[src/rtl/i2c_enctl_pkg.sv]
package i2c_enctl_pkg;

    localparam int CW_RUN   = 0;
    localparam int CW_ABORT = 1;
    localparam int CW_HOLD  = 2;
    localparam int CW_LIVE  = 3;

    typedef struct packed {
        logic hold;
        logic abort;
        logic run;
    } ctl_word_t;

    typedef struct packed {
        logic idle;
        logic xfer_done;
        logic byte_done;
        logic rx;
        logic txq_empty;
    } eng_stat_t;

    typedef enum logic [2:0] {
        SQ_OFF,
        SQ_RUN,
        SQ_DRAIN_TX,
        SQ_DRAIN_RX,
        SQ_FLUSH,
        SQ_ABT_WAIT,
        SQ_ABT_STOP,
        SQ_ABT_DONE
    } seq_state_t;

    typedef struct packed {
        logic run_active;
        logic cmd_go;
        logic stop_req;
        logic txq_flush;
        logic rxq_flush;
        logic q_hold;
        logic nack_last;
        logic abort_irq;
        logic abort_clr;
    } seq_out_t;

    function automatic logic [CW_LIVE-1:0] pack_live(input ctl_word_t c);
        logic [CW_LIVE-1:0] v;
        v           = '0;
        v[CW_RUN]   = c.run;
        v[CW_ABORT] = c.abort;
        v[CW_HOLD]  = c.hold;
        return v;
    endfunction

    function automatic logic stop_point(input eng_stat_t e, input logic on_byte);
        return on_byte ? (e.byte_done || e.idle) : (e.xfer_done || e.idle);
    endfunction

endpackage

[src/rtl/enctl_regs.sv]
module enctl_regs
    import i2c_enctl_pkg::*;
#(
    parameter int REG_W = 32
) (
    input  logic             clk,
    input  logic             rst,
    input  logic             wr_en,
    input  logic [REG_W-1:0] wr_data,
    input  logic             abort_clr,
    output ctl_word_t        ctl,
    output logic [REG_W-1:0] rd_data
);

    always_ff @(posedge clk) begin
        if (rst) begin
            ctl <= '0;
        end else begin
            if (wr_en) begin
                ctl.run  <= wr_data[CW_RUN];
                ctl.hold <= wr_data[CW_HOLD];
            end
            if (abort_clr) begin
                ctl.abort <= 1'b0;
            end else if (wr_en && wr_data[CW_ABORT] && ctl.run) begin
                ctl.abort <= 1'b1;
            end
        end
    end

    always_comb begin
        rd_data            = '0;
        rd_data[CW_LIVE-1:0] = pack_live(ctl);
    end

    AST_ABORT_GATED: assert property (@(posedge clk) disable iff (rst)
        (wr_en && wr_data[CW_ABORT] && !ctl.run && !ctl.abort) |=> !ctl.abort);
    AST_ABORT_STICKY: assert property (@(posedge clk) disable iff (rst)
        (ctl.abort && !abort_clr) |=> ctl.abort);

endmodule

[src/rtl/enctl_sync.sv]
module enctl_sync #(
    parameter int STAGES = 2
) (
    input  logic clk,
    input  logic rst,
    input  logic d,
    output logic q
);

    localparam int LAST = STAGES - 1;

    logic [LAST:0] stg;

    always_ff @(posedge clk) begin
        if (rst) stg[0] <= 1'b0;
        else     stg[0] <= d;
    end

    for (genvar i = 1; i < STAGES; i++) begin : g_stage
        always_ff @(posedge clk) begin
            if (rst) stg[i] <= 1'b0;
            else     stg[i] <= stg[i-1];
        end
    end

    assign q = stg[LAST];

endmodule

[src/rtl/enctl_seq.sv]
module enctl_seq
    import i2c_enctl_pkg::*;
(
    input  logic      clk,
    input  logic      rst,
    input  logic      run_sync,
    input  logic      abort,
    input  logic      hold,
    input  eng_stat_t eng,
    output seq_out_t  o
);

    seq_state_t st, st_nx;

    always_ff @(posedge clk) begin
        if (rst) st <= SQ_OFF;
        else     st <= st_nx;
    end

    always_comb begin
        st_nx = st;
        unique case (st)
            SQ_OFF:      if (run_sync) st_nx = SQ_RUN;
            SQ_RUN: begin
                if (abort)          st_nx = SQ_ABT_WAIT;
                else if (!run_sync) begin
                    if (eng.idle)    st_nx = SQ_FLUSH;
                    else if (eng.rx) st_nx = SQ_DRAIN_RX;
                    else             st_nx = SQ_DRAIN_TX;
                end
            end
            SQ_DRAIN_TX: if (stop_point(eng, 1'b0)) st_nx = SQ_FLUSH;
            SQ_DRAIN_RX: if (stop_point(eng, 1'b1)) st_nx = SQ_FLUSH;
            SQ_FLUSH:    st_nx = SQ_OFF;
            SQ_ABT_WAIT: if (stop_point(eng, 1'b0)) st_nx = SQ_ABT_STOP;
            SQ_ABT_STOP: st_nx = SQ_ABT_DONE;
            SQ_ABT_DONE: st_nx = SQ_RUN;
            default:     st_nx = SQ_OFF;
        endcase
    end

    always_comb begin
        o            = '0;
        o.run_active = !(st == SQ_OFF || st == SQ_FLUSH);
        o.q_hold     = !o.run_active;
        o.cmd_go     = (st == SQ_RUN) && !hold && !eng.txq_empty;
        o.stop_req   = (st == SQ_ABT_STOP);
        o.txq_flush  = (st == SQ_ABT_STOP) || (st == SQ_FLUSH);
        o.rxq_flush  = (st == SQ_FLUSH);
        o.nack_last  = (st == SQ_DRAIN_RX);
        o.abort_irq  = (st == SQ_ABT_DONE);
        o.abort_clr  = (st == SQ_ABT_DONE);
    end

    AST_STOP_THEN_IRQ: assert property (@(posedge clk) disable iff (rst)
        o.stop_req |=> (o.abort_irq && !o.stop_req));
    AST_IRQ_SINGLE: assert property (@(posedge clk) disable iff (rst)
        o.abort_irq |=> !o.abort_irq);
    AST_FLUSH_SINGLE: assert property (@(posedge clk) disable iff (rst)
        o.rxq_flush |=> (!o.rxq_flush && !o.txq_flush));
    AST_NACK_WHILE_ACTIVE: assert property (@(posedge clk) disable iff (rst)
        o.nack_last |-> (o.run_active && !o.cmd_go));

endmodule

[src/rtl/i2c_enctl.sv]
module i2c_enctl
    import i2c_enctl_pkg::*;
#(
    parameter int REG_W       = 32,
    parameter int SYNC_STAGES = 2
) (
    input  logic             clk,
    input  logic             rst,
    input  logic             wr_en,
    input  logic [REG_W-1:0] wr_data,
    output logic [REG_W-1:0] rd_data,
    input  logic             eng_idle,
    input  logic             eng_xfer_done,
    input  logic             eng_byte_done,
    input  logic             eng_rx,
    input  logic             txq_empty,
    output logic             run_active,
    output logic             cmd_go,
    output logic             stop_req,
    output logic             txq_flush,
    output logic             rxq_flush,
    output logic             q_hold,
    output logic             nack_last,
    output logic             abort_irq
);

    ctl_word_t ctl;
    eng_stat_t eng;
    seq_out_t  so;
    logic      run_sync;

    assign eng = '{idle: eng_idle, xfer_done: eng_xfer_done, byte_done: eng_byte_done,
                   rx: eng_rx, txq_empty: txq_empty};

    enctl_regs #(.REG_W(REG_W)) u_regs (
        .clk       (clk),
        .rst       (rst),
        .wr_en     (wr_en),
        .wr_data   (wr_data),
        .abort_clr (so.abort_clr),
        .ctl       (ctl),
        .rd_data   (rd_data)
    );

    enctl_sync #(.STAGES(SYNC_STAGES)) u_sync (
        .clk (clk),
        .rst (rst),
        .d   (ctl.run),
        .q   (run_sync)
    );

    enctl_seq u_seq (
        .clk      (clk),
        .rst      (rst),
        .run_sync (run_sync),
        .abort    (ctl.abort),
        .hold     (ctl.hold),
        .eng      (eng),
        .o        (so)
    );

    assign run_active = so.run_active;
    assign cmd_go     = so.cmd_go;
    assign stop_req   = so.stop_req;
    assign txq_flush  = so.txq_flush;
    assign rxq_flush  = so.rxq_flush;
    assign q_hold     = so.q_hold;
    assign nack_last  = so.nack_last;
    assign abort_irq  = so.abort_irq;

    AST_HOLD_GATES_CMD: assert property (@(posedge clk) disable iff (rst)
        ctl.hold |-> !cmd_go);
    AST_STOP_FLUSHES: assert property (@(posedge clk) disable iff (rst)
        $fell(run_active) |-> (rxq_flush && txq_flush && q_hold));
    AST_ABORT_HELD_TO_IRQ: assert property (@(posedge clk) disable iff (rst)
        $fell(ctl.abort) |-> $past(abort_irq));

endmodule

[config.mk]
export PLATFORM = sky130hd
export DESIGN_NAME = i2c_enctl
export DESIGN_NICKNAME = d
export VERILOG_FILES = /design/src/rtl/i2c_enctl_pkg.sv /design/src/rtl/enctl_regs.sv /design/src/rtl/enctl_sync.sv /design/src/rtl/enctl_seq.sv /design/src/rtl/i2c_enctl.sv
export SDC_FILE = /design/constraint.sdc
export NUM_CORES = 1
export LEC_CHECK = 0
export BUFFER_PORTS_ARGS = -buffer_cell sky130_fd_sc_hd__buf_4
export CORE_MARGIN = 8
export CORE_UTILIZATION = 34
export DETAILED_ROUTE_END_ITERATION = 10
export PLACE_DENSITY = 0.8
export REMOVE_ABC_BUFFERS = 1
export SYNTH_ARGS = -nofsm -noshare
export SYNTH_HDL_FRONTEND = slang
export SYNTH_HIERARCHICAL = 1
export SYNTH_SLANG_ARGS = --single-unit
[constraint.sdc]
create_clock -name clk -period 1.7 [get_ports clk]
set_clock_uncertainty 0.15 [all_clocks]
set_input_delay 0.255 -clock clk [delete_from_list [all_inputs] [get_ports clk]]
set_output_delay 0.255 -clock clk [all_outputs]
set_load 0.03 [all_outputs]
== After elaboration in Yosys (flattened, before gate mapping) ==
Index checks and enable logic that the tools add are counted.

* Input bits: 40
* Output and inout bits: 40
* Register bits: 8
* Logic and storage cells: 41

* Reductions and logical operators: 14
* Eq/ne operators: 12
* Muxes and demuxes: 9

{| class="wikitable"
|+ Operators with widths
! operator !! number
|-
| 3-bit case mux with 8 select lines || 1
|-
| 3-bit 2-to-1 mux || 7
|-
| 3-bit equality test, second input constant || 4
|-
| 3-bit by 2-bit equality test with 1-bit output, second input constant || 2
|-
| 2-bit by 1-bit != test with 1-bit output, second input constant || 3
|-
| 5-bit AND reduction || 1
|-
| 1-bit logical AND || 4
|-
| 1-bit logical OR || 4
|-
| 3-bit by 1-bit equality test with 1-bit output, second input constant || 1
|-
| 1-bit zero test || 3
|-
| 3-bit zero test || 1
|-
| 3-bit != test, second input constant || 1
|-
| 2-bit != test, second input constant || 1
|-
| 2-bit OR reduction || 1
|-
| 1-bit 2-to-1 mux || 1
|}

== Logic depth before layout (Yosys ltp) ==
* Depth after elaboration: 5
* Mapped depth: 5
* Mapped depth without buffers: 4

== Cells and area by module ==
Netlist, hierarchy kept.

{| class="wikitable"
|+ Modules (own cells, without submodules)
! module !! area an instance (sq um) !! sequential area each (sq um) !! instances !! cells each
|-
| enctl_regs || 347.8 || 60.1 || 1 || 42
|-
| enctl_seq || 330.3 || 60.1 || 1 || 42
|-
| enctl_sync || 52.6 || 40.0 || 1 || 4
|}

== Least setup slack after synthesis ==
Ideal clock, no wire load.

* Path kind: register to output
* Start: reg u_seq.st[0]
* End: out rxq_flush
* Arrival: 1.706 ns
* Path buffers: 1
* Required time: 1.295 ns
* Cell stages (with the launch flop): 5
* Path slack: -0.411 ns
* Path through: dfxtp_1 buf_2 nor2_1 inv_1 nor2_1

* Cells in the longest elaborated chain, start to end: 1

{| class="wikitable"
|+ Ends and longest elaborated chain
! item !! RTL line !! text
|-
| start, declared || enctl_seq.sv:13 || <nowiki>seq_state_t st, st_nx;</nowiki>
|-
| start signal, assigned || enctl_seq.sv:17 || <nowiki>else st <= st_nx;</nowiki>
|-
| 3-bit equality test || enctl_seq.sv:49 || <nowiki>o.rxq_flush = (st == SQ_FLUSH);</nowiki>
|-
| end, declared || i2c_enctl.sv:21 || <nowiki>output logic rxq_flush,</nowiki>
|}

Every way passes these cells.

== Worst setup path after layout ==
* Start: reg u_seq.st[2]
* End: out stop_req

* Cells in the longest elaborated chain, start to end: 1

{| class="wikitable"
|+ Ends and longest elaborated chain
! item !! RTL line !! text
|-
| 3-bit equality test || enctl_seq.sv:47 || <nowiki>o.stop_req = (st == SQ_ABT_STOP);</nowiki>
|-
| end, declared || i2c_enctl.sv:19 || <nowiki>output logic stop_req,</nowiki>
|}

Every way passes these cells.

==> impl_metrics.py <==
metrics = {
    "status": {
        "status": "completed",
    },
    "clocking": {
        "htreeDepth": 1,
        "clk_path_buf_depth": 2,
        "clkTransAtPathRegs_ns": 0.05,
        "clock-sinks": 8,
        "clockRootBuffer": "clkbuf_4",
        "cts_tree": "yes",
        "cts_buffers": 3,
        "insertion_delay_ns": 0.24,
        "cts_hold_buf": 0,
    },
    "power": {
        "clkPwrFrac_pct": 28.2,
        "switching_power_mw": 0.181,
        "p_int_mw": 0.308,
        "power_mw": 0.489,
        "leakagePower_nw": 0.398,
        "ir_drop_v": 0.000362,
        "power-per-cell-area_mw_per_mm2": 628,
        "pwr-share-comb_pct": 30.8,
        "swShare_pct": 36.9,
        "seqPwrFrac_pct": 41.0,
    },
    "yosys": {
        "synth_area_leader_cell": "buf_4",
        "synth_top_area_share_pct": 33.9,
        "synth_most_common_cell": "buf_4",
        "ys_top_cells_by_count": "buf_4 (33), dfxtp_1 (8), nor2_1 (6), a21oi_1 (4)",
        "seq_area_frac_synth_pct": 21.9,
        "synth_edf_count": 0,
        "synth_cells": 88,
        "yosys_warnings": 6,
        "synth_seq_cells": 8,
        "synth_top_flop_cell": "dfxtp_1",
        "synth_cell_types": 28,
        "yosys-top-cells-area": "buf_4 (34%), dfxtp_1 (22%), and4bb_1 (3.4%)",
        "async_flop_share_pct": 0,
        "synth_area_um2": 731,
        "synth_area_per_cell_um2": 8.30,
    },
    "worst_setup_path": {
        "critPathLaunch": "u_seq/st[2]",
        "crit_chain": "inv_1, nor3_1, buf_4",
        "critPathMaxFanout": 10,
        "cp.buffers_inverters": 2,
        "endpoint_kind": "output port",
        "cp_slowest_cell": "dfxtp_2",
        "worstPathRequired_ns": 1.29,
        "crit_family": "flip-flops",
        "slowest_delay_ns": 0.41,
        "crit_arrival_ns": 1.19,
        "worstSetupPathType": "flip-flop to output port",
        "crit-reg2reg-launch": "u_seq/st[0]",
        "start_kind": "flip-flop",
    },
    "global_route": {
        "antenna_found_initial": 0,
        "grt_pass1_vias": 565,
        "grtUsageTotal_pct": 7.58,
        "overflow": 0,
        "grt_max_degree": 16,
        "grt_pass1_wl_um": 2530,
    },
    "final_layout": {
        "diodes": 0,
        "fin_cells": 131,
        "num-nets-final": 146,
        "area_delta_synth_final_pct": 6.51,
        "seqCellArea_um2": 164,
        "drive_above_1_share_pct": 30.8,
        "fillerInstances": 218,
        "multi_input_area_um2": 389,
    },
    "routing": {
        "post-route-drc-count": 0,
        "first_pass_iters": 3,
        "vias": 552,
        "vias_per_cell": 4.21,
        "drt_wl_total_um": 1480,
        "drt-initial-drc-count": 4,
        "ant_nets": 0,
        "wl_per_cell_um": 11.3,
    },
    "floorplanning": {
        "core_area_mm2": 0.00200,
        "fp.dieW_um": 62.4,
        "row_count": 16,
        "design.die.area_mm2": 0.00389,
        "die_h_um": 62.4,
        "initial_utilization_pct": 36.5,
        "num_io_pins": 80,
    },
    "sta": {
        "finalSetupViolCount": 0,
        "hold_viol": 0,
        "period_share_pct": 93.6,
        "tns_ns": 0,
        "fmax_mhz": 629,
        "rsz0062_at_grt": "false",
        "period_needed_ns": 1.59,
        "maxSlewViolCount": 0,
    },
    "job": {
        "drv_cap": 0,
    },
    "worst_hold_path": {
        "hold_path_class": "input pin to flip-flop",
        "hp-start": "wr_data[2]",
    },
    "placement": {
        "post-place-cells": 128,
        "dp.final_hpwl_um": 1250,
        "port_buffers": 21,
        "place_congestion": 0.663,
    },
}
-- metrics by stage --
stage          area, um^2  util (%)  hold slack [ns]  setup slack [ns]
2_1_floorplan         561         -            0.176            -0.345
3_3_place_gp          752      37.6            0.266             0.183
3_5_place_dp          752      37.6            0.276             0.139
4_1_cts               776      38.8           0.0915           0.00284
5_1_grt               778      38.9           0.0887            0.0128
6_report              778      38.9           0.0958             0.109
-- placed cells by master, fill, tap and decap left out, drive strengths merged, types with 3 or more instances in the layout --
master and instances:
clkbuf 3, buf 21, inv 3, and3 3
nor2b 3, dfxtp 8, a21oi 4, nor3 5
and4bb 3, nor2 6, conb 29
-- worst paths after layout --
path / to / slack (ns) / cells past startpoint
setup / recovery: stop_req / 0.11 / 3
setup reg to reg: u_seq/st[0] / 0.29 / 4
hold / removal: u_regs/ctl[2] / 0.1 / 3
hold reg to reg: u_sync/q / 0.28 / 1
-- metal layers --
layer / wire length, um / global-route usage, % / vias to the layer above
met5: 0 / 0 / -
met4: 0 / 4.27 / 0
met3: 233 / 5.20 / 0
met2: 599 / 11.0 / 36
met1: 651 / 7.98 / 242
li1: - / - / 274
-- final cells by class --
class / instances / share of cell area [%]
clock buffers: 3 / 2.89
inverters: 3 / 1.45
multi-input cells: 69 / 50.0
flip-flops and latches: 8 / 21.1
well taps: 27 / 4.34
repair buffers: 21 / 20.3
-- power by group through the flow --
stage / registers [mW] / logic [mW] / clock network (mW)
finish: 0.200 / 0.151 / 0.138
global route: 0.201 / 0.162 / 0.159
CTS: 0.200 / 0.148 / 0.142
detailed placement: 0.204 / 0.148 / 0
global placement: 0.204 / 0.146 / 0
floorplan: 0.209 / 0.107 / 0
-- registers in the layout, summed over array words and instances, names as in the netlist --
| signal | flops |
|---|---|
| u_sync/q | 1 |
| u_seq/st | 3 |
| u_sync/stg | 1 |
| u_regs/ctl | 3 |
-- worst min-delay path, stage by stage --
cell and delay (ns):
buf_4 0.07, mux2i_1 0.05, nor2_1 0.07
-- kinds of logic after synthesis --
kind of cell / count (synthesis) / share of synthesized area (%)
compound gates: 16 / 15.6
buf+inv: 39 / 39.2
flops: 8 / 21.9
mux: 2 / 2.74
other cells: 1 / 0.513
simple gates: 22 / 20.0
-- repair_timing --
item | in CTS | in global routing
setup buffers | 0 | 0
endpoints found under the setup margin | 1 | 4
gates resized for setup | 1 | 2
pin swaps | 0 | 0
Power figures use the tool's default switching activity.
